`config.mk`:
```
export PLATFORM = sky130hd
export DESIGN_NAME = keyed_wdt
export DESIGN_NICKNAME = d
export VERILOG_FILES = /design/src/rtl/keyed_wdt_pkg.sv /design/src/rtl/kwdt_decode.sv /design/src/rtl/kwdt_prescale.sv /design/src/rtl/kwdt_counter.sv /design/src/rtl/kwdt_ctrl.sv /design/src/rtl/keyed_wdt.sv
export SDC_FILE = /design/constraint.sdc
export NUM_CORES = 1
export LEC_CHECK = 0
export ABC_AREA = 1
export ABC_CLOCK_PERIOD_IN_PS = 3300
export BUFFER_PORTS_ARGS = -buffer_cell sky130_fd_sc_hd__buf_4
export CAP_MARGIN = 0
export CORE_ASPECT_RATIO = 0.9
export CORE_MARGIN = 2
export CORE_UTILIZATION = 35
export DETAILED_ROUTE_END_ITERATION = 8
export MAX_ROUTING_LAYER = met4
export PLACE_DENSITY_LB_ADDON = 0.15
export SLEW_MARGIN = 10
export SYNTH_ARGS = -nofsm -noshare
export SYNTH_HDL_FRONTEND = slang
export SYNTH_SLANG_ARGS = --single-unit
```
`constraint.sdc`:
```
create_clock -name clk -period 3.3 [get_ports clk]
set_input_delay 0.33 -clock clk [delete_from_list [all_inputs] [get_ports clk]]
set_output_delay 0.33 -clock clk [all_outputs]
set_load 0.02 [all_outputs]
```
`src/rtl/keyed_wdt_pkg.sv`:
```
package keyed_wdt_pkg;
  localparam int unsigned DATA_W   = 32;
  localparam int unsigned CNT_W    = 16;
  localparam int unsigned REG_W    = 8;
  localparam int unsigned PRE_W    = 12;   // log2 of the largest divisor
  localparam int unsigned SEL_W    = 3;

  localparam logic [3:0] OFF_COUNT = 4'h0;
  localparam logic [3:0] OFF_PRI   = 4'h4;
  localparam logic [3:0] OFF_SEC   = 4'h8;

  localparam logic [DATA_W-CNT_W-1:0] GUARD_COUNT = 16'h5A5A;
  localparam logic [DATA_W-REG_W-1:0] GUARD_CTRL  = 24'hA5A5A5;

  localparam int unsigned BIT_EN   = 7;
  localparam int unsigned BIT_BUSY = 5;
  localparam int unsigned BIT_OVF  = 4;

  // divisor exponent for each select code
  function automatic logic [3:0] div_shift(input logic [SEL_W-1:0] sel);
    case (sel)
      3'd0:    div_shift = 4'd0;
      3'd1:    div_shift = 4'd2;
      3'd2:    div_shift = 4'd4;
      3'd3:    div_shift = 4'd5;
      3'd4:    div_shift = 4'd6;
      3'd5:    div_shift = 4'd7;
      3'd6:    div_shift = 4'd10;
      default: div_shift = 4'd12;
    endcase
  endfunction
endpackage

```
`src/rtl/kwdt_decode.sv`:
```
module kwdt_decode
  import keyed_wdt_pkg::*;
#(
  parameter int unsigned ADDR_W = 4
) (
  input  logic              bus_sel,
  input  logic              bus_we,
  input  logic [ADDR_W-1:0] bus_addr,
  input  logic [DATA_W-1:0] bus_wdata,
  output logic              wr_count,
  output logic              wr_pri,
  output logic              wr_sec
);
  logic wr_any;
  logic count_key_ok;
  logic ctrl_key_ok;

  always_comb begin
    wr_any       = bus_sel && bus_we;
    count_key_ok = (bus_wdata[DATA_W-1:CNT_W] == GUARD_COUNT);
    ctrl_key_ok  = (bus_wdata[DATA_W-1:REG_W] == GUARD_CTRL);
    wr_count     = wr_any && count_key_ok && (bus_addr == ADDR_W'(OFF_COUNT));
    wr_pri       = wr_any && ctrl_key_ok  && (bus_addr == ADDR_W'(OFF_PRI));
    wr_sec       = wr_any && ctrl_key_ok  && (bus_addr == ADDR_W'(OFF_SEC));
  end
endmodule

```
`src/rtl/kwdt_prescale.sv`:
```
module kwdt_prescale
  import keyed_wdt_pkg::*;
(
  input  logic             clk,
  input  logic             rst_ls,
  input  logic [SEL_W-1:0] div_sel,
  output logic             tick
);
  logic [PRE_W-1:0] pre_q;
  logic [PRE_W-1:0] pre_d;
  logic [PRE_W-1:0] mask;

  always_comb begin
    pre_d = pre_q + PRE_W'(1);
    mask  = PRE_W'((32'd1 << div_shift(div_sel)) - 32'd1);
    tick  = &(pre_q | ~mask);
  end

  always_ff @(posedge clk or negedge rst_ls) begin
    if (!rst_ls) pre_q <= '0;
    else         pre_q <= pre_d;
  end
endmodule

```
`src/rtl/kwdt_counter.sv`:
```
module kwdt_counter
  import keyed_wdt_pkg::*;
#(
  parameter int unsigned PEND_TICKS = 2,
  localparam int unsigned PEND_W    = $clog2(PEND_TICKS + 1)
) (
  input  logic             clk,
  input  logic             rst_ls,
  input  logic             tick,
  input  logic             run_en,
  input  logic             load_req,
  input  logic [CNT_W-1:0] load_val,
  output logic [CNT_W-1:0] cnt_q,
  output logic             busy,
  output logic             wrap
);
  logic [CNT_W-1:0]  cnt_d;
  logic [CNT_W-1:0]  stage_q;
  logic [CNT_W-1:0]  stage_d;
  logic [PEND_W-1:0] pend_q;
  logic [PEND_W-1:0] pend_d;
  logic              apply;
  logic              stage_en;

  always_comb begin
    stage_en = load_req;
    stage_d  = load_val;
    apply    = tick && (pend_q == PEND_W'(1)) && !load_req;
    if (load_req)
      pend_d = PEND_W'(PEND_TICKS);
    else if (tick && (pend_q != '0))
      pend_d = pend_q - PEND_W'(1);
    else
      pend_d = pend_q;
    wrap = run_en && tick && !apply && (cnt_q == {CNT_W{1'b1}});
    if (apply)
      cnt_d = stage_q;
    else if (run_en && tick)
      cnt_d = cnt_q + CNT_W'(1);
    else
      cnt_d = cnt_q;
    busy = (pend_q != '0);
  end

  always_ff @(posedge clk or negedge rst_ls) begin
    if (!rst_ls) begin
      cnt_q  <= '0;
      pend_q <= '0;
    end else begin
      cnt_q  <= cnt_d;
      pend_q <= pend_d;
    end
  end

  always_ff @(posedge clk or negedge rst_ls) begin
    if (!rst_ls)       stage_q <= '0;
    else if (stage_en) stage_q <= stage_d;
  end
endmodule

```
`src/rtl/kwdt_ctrl.sv`:
```
module kwdt_ctrl
  import keyed_wdt_pkg::*;
(
  input  logic             clk,
  input  logic             rst_ls,
  input  logic             wr_pri,
  input  logic             wr_sec,
  input  logic [REG_W-1:0] wr_byte,
  input  logic             wrap,
  output logic             en_q,
  output logic [SEL_W-1:0] sel_q,
  output logic             ovf_q,
  output logic [REG_W-1:0] sec_q,
  output logic             rst_req_q
);
  logic             en_d;
  logic [SEL_W-1:0] sel_d;
  logic             ovf_d;
  logic [REG_W-1:0] sec_d;
  logic             unused_bits;

  assign unused_bits = ^{wr_byte[6:5], wr_byte[3]};

  always_comb begin
    en_d  = wr_pri ? wr_byte[BIT_EN] : en_q;
    sel_d = wr_pri ? wr_byte[SEL_W-1:0] : sel_q;
    sec_d = wr_sec ? wr_byte : sec_q;
    if (wrap)
      ovf_d = 1'b1;
    else if (wr_pri && !wr_byte[BIT_OVF])
      ovf_d = 1'b0;
    else
      ovf_d = ovf_q;
  end

  always_ff @(posedge clk or negedge rst_ls) begin
    if (!rst_ls) begin
      en_q      <= 1'b0;
      sel_q     <= '0;
      ovf_q     <= 1'b0;
      sec_q     <= '0;
      rst_req_q <= 1'b0;
    end else begin
      en_q      <= en_d;
      sel_q     <= sel_d;
      ovf_q     <= ovf_d;
      sec_q     <= sec_d;
      rst_req_q <= wrap;
    end
  end
endmodule

```
`src/rtl/keyed_wdt.sv`:
```
module keyed_wdt
  import keyed_wdt_pkg::*;
#(
  parameter int unsigned ADDR_W     = 4,
  parameter int unsigned PEND_TICKS = 2
) (
  input  logic              clk,
  input  logic              rst_n,
  input  logic              bus_sel,
  input  logic              bus_we,
  input  logic [ADDR_W-1:0] bus_addr,
  input  logic [DATA_W-1:0] bus_wdata,
  output logic [DATA_W-1:0] bus_rdata,
  output logic              wdt_rst_req
);
  logic [1:0]       rst_sync_q;
  logic             rst_ls;
  logic             wr_count;
  logic             wr_pri;
  logic             wr_sec;
  logic             tick;
  logic             en_q;
  logic [SEL_W-1:0] sel_q;
  logic             ovf_q;
  logic [REG_W-1:0] sec_q;
  logic [CNT_W-1:0] cnt_q;
  logic             busy;
  logic             wrap;
  logic [REG_W-1:0] pri_view;

  always_ff @(posedge clk or negedge rst_n) begin
    if (!rst_n) rst_sync_q <= 2'b00;
    else        rst_sync_q <= {rst_sync_q[0], 1'b1};
  end
  assign rst_ls = rst_sync_q[1];

  kwdt_decode #(.ADDR_W(ADDR_W)) decode_i (
    .bus_sel   (bus_sel),
    .bus_we    (bus_we),
    .bus_addr  (bus_addr),
    .bus_wdata (bus_wdata),
    .wr_count  (wr_count),
    .wr_pri    (wr_pri),
    .wr_sec    (wr_sec)
  );

  kwdt_prescale prescale_i (
    .clk     (clk),
    .rst_ls  (rst_ls),
    .div_sel (sel_q),
    .tick    (tick)
  );

  kwdt_counter #(.PEND_TICKS(PEND_TICKS)) counter_i (
    .clk      (clk),
    .rst_ls   (rst_ls),
    .tick     (tick),
    .run_en   (en_q),
    .load_req (wr_count),
    .load_val (bus_wdata[CNT_W-1:0]),
    .cnt_q    (cnt_q),
    .busy     (busy),
    .wrap     (wrap)
  );

  kwdt_ctrl ctrl_i (
    .clk       (clk),
    .rst_ls    (rst_ls),
    .wr_pri    (wr_pri),
    .wr_sec    (wr_sec),
    .wr_byte   (bus_wdata[REG_W-1:0]),
    .wrap      (wrap),
    .en_q      (en_q),
    .sel_q     (sel_q),
    .ovf_q     (ovf_q),
    .sec_q     (sec_q),
    .rst_req_q (wdt_rst_req)
  );

  always_comb begin
    pri_view = {en_q, 1'b0, busy, ovf_q, 1'b0, sel_q};
    if (bus_addr == ADDR_W'(OFF_COUNT))
      bus_rdata = DATA_W'(cnt_q);
    else if (bus_addr == ADDR_W'(OFF_PRI))
      bus_rdata = DATA_W'(pri_view);
    else if (bus_addr == ADDR_W'(OFF_SEC))
      bus_rdata = DATA_W'(sec_q);
    else
      bus_rdata = '0;
  end
endmodule

```
==> key figures <==
Cells and area
  • P&R area growth vs syn: 22.6%
  • Fin nets: 585
  • Fillers: 1047
  • Reg area: 1550 µm²
  • Diodes inserted: 0
  • Multi-input gate area: 1760 µm²
  • Fraction of layout cells with a size suffix above 1: 0.174

Timing
  • Final Critical Period: 2890 ps
  • Measured slew at the worst slew-check pin: 792 ps
  • Final Cycle Share: 0.874
  • Final setup viols: 0
  • Fmax: 347 MHz
  • Final Slew Violations: 0
  • Final setup TNS: 0 ps
  • Final setup skew: 5.82 ps
  • Worst slew margin: 0.471
  • Hold Slack: 209 ps
  • RSZ-0062 raised after global routing: no
  • Final Hold Fails: 0

Logic synthesis
  • Yosys cell types: 33
  • Dominant cell type by area after synthesis: dfrtp_1
  • Area contributors post-synth: dfrtp_1, nand2_1, inv_1
  • Post-Syn Instances: 473
  • Sequential area share after synthesis: 0.424
  • YS warnings: 0
  • Flops & latches, synth: 62
  • Syn Area/Cell: 7.74 µm²
  • Post-synth top area share: 0.424
  • Cell Area, Synth: 3660 µm²

Clock network
  • CTS Hold Bufs: 1
  • CTS buffer count: 9
  • CTS resizes: 0
  • Clock latency on the worst-skew pair: 330 ps
  • Clock root buffer: clkbuf_16
  • Clk sinks: 62
  • Bufs on Longest Clock Path: 2
  • # Post-CTS Setup Buffers: 0
  • CTS tree: yes
  • H-tree Lvls: 3
  • Worst-path clk slew: 60 ps

Die
  • FP Rows: 35
  • Core Region: 10200 µm²
  • Die height: 101 µm
  • Io pins: 73
  • Initial core utilization: 0.359
  • Die width: 112 µm
  • Die ar.: 11300 µm²

Critical path
  • Critical path peak fanout: 15
  • Worst Path Class, Setup: flip-flop to flip-flop
  • Setup crit start kind: flip-flop
  • Required @ worst endpoint: 3570 ps
  • Critical path origin: ctrl_i.sel_q[1]
  • Critical path's largest stage delay: 530 ps
  • R2R setup slack: 410 ps
  • Reg-to-Reg Start: ctrl_i.sel_q[1]
  • FF-to-FF path depth: 14
  • Worst Setup EP: counter_i.cnt_q[8]
  • Worst setup EP type: flip-flop
  • Crit-path cells: inv_1, ha_1, nor2_2, nand3_1, ha_1, or2_2, nand4_1, a21oi_1, nand3_2, nor2_4, nand3_1, inv_2, nand2_1, nand3_1
  • Worst R2R End: counter_i.cnt_q[8]
  • Slowest CP cell: dfrtp_1
  • CP arrival: 3150 ps
  • Worst path most repeated cell: nand3_1

Drt
  • Via density: 4.64
  • Via count: 3102
  • Drt drc: 0
  • 1st-iter DRT viols: 174
  • 1st-pass router iterations: 5
  • Total Wirelength: 8450 µm
  • Post-route ant nets: 0
  • Routed wire per std cell: 12.7 µm

Power and ir drop
  • Pwr/cell area: 468 nW/µm²
  • Leakage: 2.26 nW
  • Max VDD drop: 0.000315 V

Global route
  • Largest net degree at the start of global routing: 30
  • Total track usage: 0.164
  • Total global routing overflow: 0
  • Antenna violations before repair: 0
  • First-pass GRT wire length: 14300 µm
  • Vias in the first global route: 2858

Run status
  • Outcome: finished clean

Run
  • Maxcap violations: 0

Placed design
  • HPWL after detailed placement: 6440 µm
  • Final GP Congestion: 0.802
  • PortBufs: 56

Worst hold path
  • Hold WC Path Type: primary input to flip-flop
[stage by stage]
step	instance area, µm²	total power [mW]	worst slack, ps	util	instances
finish	4490	2.10	414	0.440	668
global route	4490	2.19	89.8	0.440	668
detailed placement	4140	1.07	424	0.406	651
floorplan	3720	1.01	744	-	488
global placement	4140	1.06	507	0.406	651
CTS	4490	2.13	410	0.440	668
[kinds of logic (layout without fill, tap and decap cells)]
family,count (synthesis),after routing,synth area share
buffers and inverters,86,137,0.111
and+or+nand+nor,248,248,0.305
adders and majority gates,11,11,0.0376
DFF,62,62,0.424
other,2,17,0.00205
xor gates and xnor gates,24,24,0.0574
AOI/OAI and AO/OA,40,40,0.0632
[cells in the mapped netlist]
cell type / number
nand3_4: 1
nor2_4: 2
clkinv_1: 1
nor3_2: 1
clkbuf_1: 5
inv_2: 2
o21ai_0: 30
nand2_1: 140
a21o_1: 1
nand3_1: 39
xnor2_1: 3
nand4_1: 9
buf_4: 16
nand3b_1: 1
nor2_1: 31
nand3_2: 6
buf_6: 3
nand2_2: 1
conb_1: 2
inv_1: 58
o211ai_4: 1
a21oi_1: 3
nor3_1: 7
buf_2: 1
or2_2: 1
a21boi_0: 1
and3_1: 1
nor2_2: 3
xor2_1: 21
dfrtp_1: 62
nor4_1: 5
o211ai_1: 4
ha_1: 11
[registers in the layout (all words and copies together), names as in the netlist]
| name | flops |
|---|---|
| ctrl_i.en_q | 1 |
| rst_sync_q | 2 |
| ctrl_i.rst_req_q | 1 |
| counter_i.cnt_q | 16 |
| counter_i.stage_q | 16 |
| counter_i.pend_q | 2 |
| ctrl_i.sec_q | 8 |
| ctrl_i.ovf_q | 1 |
| ctrl_i.sel_q | 3 |
| prescale_i.pre_q | 12 |
[worst min path at each step]
| stage | startpoint | endpoint | depth (start not counted) |
|---|---|---|---|
| 6_report | bus_wdata[12] | counter_i.stage_q[12] | 3 |
| 3_5_place_dp | rst_n | rst_sync_q[0] | 1 |
| 4_1_cts | bus_wdata[12] | counter_i.stage_q[12] | 3 |
| 5_1_grt | bus_wdata[9] | counter_i.stage_q[9] | 3 |
| 3_3_place_gp | rst_n | rst_sync_q[0] | 1 |
| 2_1_floorplan | rst_n | rst_sync_q[0] | 0 |
[power by group]
group | switching (mW) | leakage (nW) | internal, mW
Clock | 0.365 | 0.155 | 0.685
Combinational | 0.182 | 1.26 | 0.0817
Sequential | 0.0120 | 0.847 | 0.775
[worst max-delay path: cells and delay by family (launching register included)]
| family | cells | cell delay (ps) |
|---|---|---|
| adders and majority gates | 2 | 640 |
| and+or+nand+nor | 9 | 1120 |
| DFF | 1 | 530 |
| AOI/OAI and AO/OA | 1 | 150 |
| buffers and inverters | 2 | 360 |
[final cells by class]
type / count / area share
sequential: 62 / 0.346
tap: 129 / 0.0360
multi-input combinational: 340 / 0.392
inverter: 61 / 0.0510
timing repair buffer: 60 / 0.101
clock inverter: 6 / 0.0206
clock buffer: 10 / 0.0533
[layer usage]
| metal | track usage | part of all wire |
|---|---|---|
| met1 | 0.225 | 0.51 |
| met3 | 0.0415 | 0.046 |
| met5 | - | 0 |
| met2 | 0.246 | 0.43 |
| met4 | 0.0342 | 0.0086 |
[placed cells by master, fill, tap and decap left out, types with 2 or more instances in the layout]
cell,instances
nand3_1,39
nor2_1,31
inv_2,2
xnor2_1,3
ha_1,11
buf_4,59
bufinv_16,2
a21oi_1,3
nand3_2,6
inv_1,58
o211ai_1,4
nand4_1,9
clkbuf_16,9
nand2_1,140
conb_1,17
nor2_4,2
nor3_1,7
o21ai_0,30
clkinvlp_4,2
xor2_1,21
nor2_2,3
nor4_1,5
dfrtp_1,61
Note: power is estimated with default switching activity, not from simulation.
